==> src/rtl/hostbus_slave.sv <==
`timescale 1ns/1ps
module hostbus_slave #(
  parameter int DATA_W   = 16,
  parameter int ADDR_W   = 8,
  parameter int NUM_REGS = 64
) (
  input  logic              clk,
  input  logic              rst_n,
  input  logic              mode_dir,
  input  logic              wr_prog,
  input  logic              ale,
  input  logic              cs_n,
  input  logic              rd_pin,
  input  logic              wr_pin,
  input  logic [ADDR_W-1:0] addr,
  input  logic [DATA_W-1:0] host_din,
  output logic [DATA_W-1:0] host_dout,
  output logic              host_doe,
  input  logic              irq_a_req,
  input  logic              irq_b_req,
  output logic              irq_a_pin,
  output logic              irq_b_pin
);
  localparam int IDX_W = (NUM_REGS > 1) ? $clog2(NUM_REGS) : 1;
  localparam int BUS_W = ADDR_W + DATA_W + 4;
  localparam logic [BUS_W-1:0] IDLE = {2'b01, {(BUS_W-2){1'b0}}};

  function automatic logic rd_qual(input logic m, input logic rd, input logic wr);
    return m ? (rd & wr) : ~rd;
  endfunction

  function automatic logic wr_qual(input logic m, input logic rd, input logic wr);
    return m ? (~rd & wr) : ~wr;
  endfunction

  logic [BUS_W-1:0] raw, p_q, s_q;
  assign raw = {ale, cs_n, rd_pin, wr_pin, addr, host_din};

  logic              s_ale, s_cs_n, s_rd, s_wr;
  logic [ADDR_W-1:0] s_addr;
  logic [DATA_W-1:0] s_data;
  assign s_ale  = s_q[BUS_W-1];
  assign s_cs_n = s_q[BUS_W-2];
  assign s_rd   = s_q[BUS_W-3];
  assign s_wr   = s_q[BUS_W-4];
  assign s_addr = s_q[DATA_W +: ADDR_W];
  assign s_data = s_q[DATA_W-1:0];

  logic [ADDR_W-1:0] al_q, idx_h;
  logic [DATA_W-1:0] data_h;
  logic              wr_prev;
  logic [DATA_W-1:0] regs [NUM_REGS];

  logic              wr_now, early, commit;
  logic [ADDR_W-1:0] c_idx;
  logic [DATA_W-1:0] c_data;
  assign wr_now = ~s_cs_n & wr_qual(mode_dir, s_rd, s_wr);
  assign early  = ~mode_dir & wr_prog;
  assign commit = early ? (wr_now & ~wr_prev) : (~wr_now & wr_prev);
  assign c_idx  = early ? al_q : idx_h;
  assign c_data = early ? s_data : data_h;

  always_ff @(posedge clk or negedge rst_n) begin
    if (!rst_n) begin
      p_q     <= IDLE;
      s_q     <= IDLE;
      al_q    <= '0;
      idx_h   <= '0;
      data_h  <= '0;
      wr_prev <= 1'b0;
    end else begin
      p_q     <= raw;
      s_q     <= p_q;
      wr_prev <= wr_now;
      if (wr_now) begin
        idx_h  <= al_q;
        data_h <= s_data;
      end
      if (s_ale) al_q <= s_addr;
    end
  end

  always_ff @(posedge clk or negedge rst_n) begin
    if (!rst_n) begin
      for (int i = 0; i < NUM_REGS; i++) regs[i] <= '0;
    end else if (commit && (int'(c_idx) < NUM_REGS)) begin
      regs[c_idx[IDX_W-1:0]] <= c_data;
    end
  end

  always_ff @(posedge clk or negedge rst_n) begin
    if (!rst_n) begin
      host_doe  <= 1'b0;
      host_dout <= '0;
    end else begin
      host_doe  <= ~cs_n & rd_qual(mode_dir, rd_pin, wr_pin);
      host_dout <= (int'(al_q) < NUM_REGS) ? regs[al_q[IDX_W-1:0]] : '0;
    end
  end

  assign irq_a_pin = mode_dir ? ~irq_a_req : irq_a_req;
  assign irq_b_pin = mode_dir ? ~irq_b_req : irq_b_req;
endmodule


==> config.mk <==
export PLATFORM = sky130hd
export DESIGN_NAME = hostbus_slave
export DESIGN_NICKNAME = d
export VERILOG_FILES = /design/src/rtl/hostbus_slave.sv
export SDC_FILE = /design/constraint.sdc
export NUM_CORES = 1
export LEC_CHECK = 0
export BUFFER_PORTS_ARGS = -buffer_cell sky130_fd_sc_hd__buf_4
export CAP_MARGIN = 20
export CELL_PAD_IN_SITES_DETAIL_PLACEMENT = 2
export CELL_PAD_IN_SITES_GLOBAL_PLACEMENT = 2
export CORE_MARGIN = 4
export CORE_UTILIZATION = 43
export CTS_CLUSTER_DIAMETER = 40
export DETAILED_ROUTE_END_ITERATION = 12
export HOLD_SLACK_MARGIN = 0.1
export PLACE_DENSITY = 0.85
export SLEW_MARGIN = 30
export SYNTH_ARGS = -nofsm -noshare
export SYNTH_HDL_FRONTEND = slang
export SYNTH_SLANG_ARGS = --single-unit
==> constraint.sdc <==
create_clock -name clk -period 2.23 [get_ports clk]
set_input_delay 0.446 -clock clk [delete_from_list [all_inputs] [get_ports clk]]
set_output_delay 0.446 -clock clk [all_outputs]
set_load 0.02 [all_outputs]
==> results.cfg <==
[clocking]
htreeDepth = 4
clock_latency_ns = 0.86
cts_tree = done
cts_root_buf = clkbuf_16
cts.sinks = 1130
cts_inserted_buffers = 156
clk_path_buf_depth = 3
clkTransAtPathRegs_ns = 0.07

[synthesis]
synth_edf_count = 0
synthFlopType = dfrtp_1
synth_xor_area_share_pct = 0.03426
synth.distinct_cells = 62
synth-adder-area-share_pct = 0
yosys_warnings = 0
synth.yosys.seq_area_share_pct = 55.32
synth-simple-area-share_pct = 3.820
synth_fp_nets = 3258
synth_compound_area_share_pct = 2.345
syn_avg_cell_area_um2 = 15.86
syn_inst = 3224
muxShareOfSynthArea_pct = 35.68
synth_seq_cells = 1130
syn-cell-area_um2 = 51120
synth_top_family_by_area = multiplexers
synthArstFlopShare_pct = 100.0

[timing]
period_share_pct = 157.5
drv_slew = 2
tns_ns = -518.00
fmax_mhz = 284.7
hold_viol_final = 0
rsz0062_at_grt = yes
layout_setup_ws_ns = -1.282
tightest_slew_ns = 1.641
min_period_ns = 3.512
setup_viol = 1050
slew-limit-headroom_pct = -9.896
holdWs_ns = 0.2941
skew_ns = 0.05298

[power_and_ir_drop]
total_power_uw = 62990
power.density_nw_per_um2 = 926.1
p_leak_uw = 0.03262
ir_worst_vdd_v = 0.001029

[min_path]
hp-class = input pin to flop
min_path_cells = 2
min_from = host_din[2]
worstHoldEndpoint = p_q[2]

[global_route]
grt_pass1_wl_um = 376100
gr-total-overflow = 0
grt_pass1_vias = 42500
grt_use_total_pct = 43.37
grt_max_degree = 97
antenna_found_initial = 58

[critical_path]
crit_path_top_delay_cell = mux2i_1
rrSetupSlack_ns = -1.28
r2r-end = host_dout[6]
critPathCaptureType = flop
worst_r2r_startpoint = al_q[1]
required_ns = 2.89
rr_worst_depth = 9
cpPeakStageDelay_ns = 0.77
crit_top_cell = buf_12
cp.arrival_ns = 4.17
path_cells = buf_12, buf_16, buf_12, buf_4, mux2i_1, a22oi_1, o211ai_1, nand3b_1, a32o_2
cp_max_fo = 12
startpoint_type = flop
path_class = flop to flop

[route]
top_layer = met5
drt_iter0_drc = 6237
antenna_left = 0
wirelength_met1_um = 101100
post_drt_via_cell_ratio = 7.620
drc_errors = 0
wl_met3_um = 36550
routedWlPerCell_um = 59.06
met2WireLength_um = 142500
wirelength_um = 322200
dr.pass1.iters = 8
vias = 41580

[run_status]
status = finished with violations
violations = capacitance limit, slew limit, setup timing

[place]
globalplace.congestion = 0.8407
place_inst = 4933
hpwlAfterDp_um = 123900
io_buffers = 52

[finish]
mostFrequentLayoutCells = dfrtp_1 (1122), mux2_2 (589), mux2_4 (372), buf_4 (353), mux4_2 (230)
post-route-util_pct = 57.61
fin_nets = 3803
fin_cells = 5456
final_common_cell = dfrtp_1
drive_above_1_share_pct = 59.36
area_growth_syn_to_layout_pct = 33.05

[floorplanning]
core_area_um2 = 118100
io_pins = 53
die_w_um = 352.8
initial_core_util_pct = 43.30
design.die.area_um2 = 124500
rows = 126
die_h_um = 352.8

[flow_run]
cap_violations = 1
==> logic make-up after synthesis <==
family	Yosys count
XOR/XNOR	2
buffers and inverters	295
flip-flops	1130
AND/OR/NAND/NOR	233
AO/OA/AOI/OAI	165
multiplexers	1399
==> synth_stat cells, types with 6 or more instances <==
cell type  instances  area (um2)
a22o_1             8       70.07
buf_6             15       168.9
o211ai_1          16       120.1
nor4_4            28       595.6
and2_1             6       37.54
o21ai_0           24       120.1
buf_1             44       165.2
a32o_1             8       80.08
a221oi_1          20       175.2
a211o_1            7       61.31
a211oi_1          14       105.1
nand2_1           99       371.6
nor2_1            12       45.04
o22ai_1           26       162.7
buf_4             30       225.2
a22oi_1           16       120.1
a31oi_1           16       100.1
clkbuf_1         120       450.4
dfrtp_1         1128       28230
nor3_1             6       30.03
buf_2             81       405.4
nand4_4           15       319.1
nand4_2            8       100.1
mux2_1           293        3299
mux2i_1          105        1051
mux2_2           767        8637
mux4_2           230        5180
nand3_1           13       65.06
==> flip-flops by register name (all words and copies together) (netlist names) <==
register   cells
al_q           8
p_q           28
data_h        16
regs        1024
host_dout     16
host_doe       1
s_q           28
idx_h          8
wr_prev        1
==> report_power, final <==
part	internal (uW)	switching [uW]
logic	4110	7230
clock network	16200	12500
registers	21600	1360
==> per-stage QoR <==
stage	setup slack (ns)	cell area, um2
floorplan	-0.1963	51690
global placement	-0.5142	57370
detailed placement	-0.6831	57370
CTS	-0.4659	65270
global route	-1.362	67970
finish	-1.282	68020
==> what timing repair did <==
item / 4_1_cts / 5_1_grt
resized for setup: 211 / 459
hold endpoints to repair: 549 / 0
cloned: 21 / 28
pin swaps: 31 / 39
buffers inserted: 71 / 77
hold buffers: 31 / 0
setup endpoints to repair: 1040 / 1059
==> how the worst max path moves through the flow <==
stage | start | slack, ns | depth (start not counted) | end
after global placement | mode_dir | -0.51 | 8 | regs[589]
after global routing | al_q[0] | -1.36 | 7 | host_dout[12]
final | al_q[1] | -1.28 | 9 | host_dout[6]
after detailed placement | mode_dir | -0.68 | 9 | regs[103]
after floorplan | wr_prog | -0.20 | 8 | regs[469]
after CTS | s_q[24] | -0.47 | 10 | regs[54]
==> layer usage <==
layer | up-vias | global-route usage [%]
met3 | 2265 | 11.62
met5 | - | 0.7692
li1 | 13190 | -
met4 | 38 | 37.49
met2 | 4423 | 70.86
met1 | 21660 | 46.66
==> layout make-up <==
class,instances,area [um2]
Inverter,5,18.77
Clock inverter,90,1147
Tap cell,1536,1922
Clock buffer,194,4333
Timing Repair Buffer,677,8610
Antenna cell,25,62.56
Sequential cell,1130,28290
Fill cell,9647,50060
Multi-Input combinational cell,1799,23640
==> critical path: cells and delay by family, from the launching register on <==
family	cells	cell delay (ns)
AOI/OAI and AO/OA	3	1.07
DFF	1	0.47
buffers and inverters	4	0.73
muxes	1	0.77
and+or+nand+nor	1	0.25
Note: power is estimated with default switching activity, not from simulation.
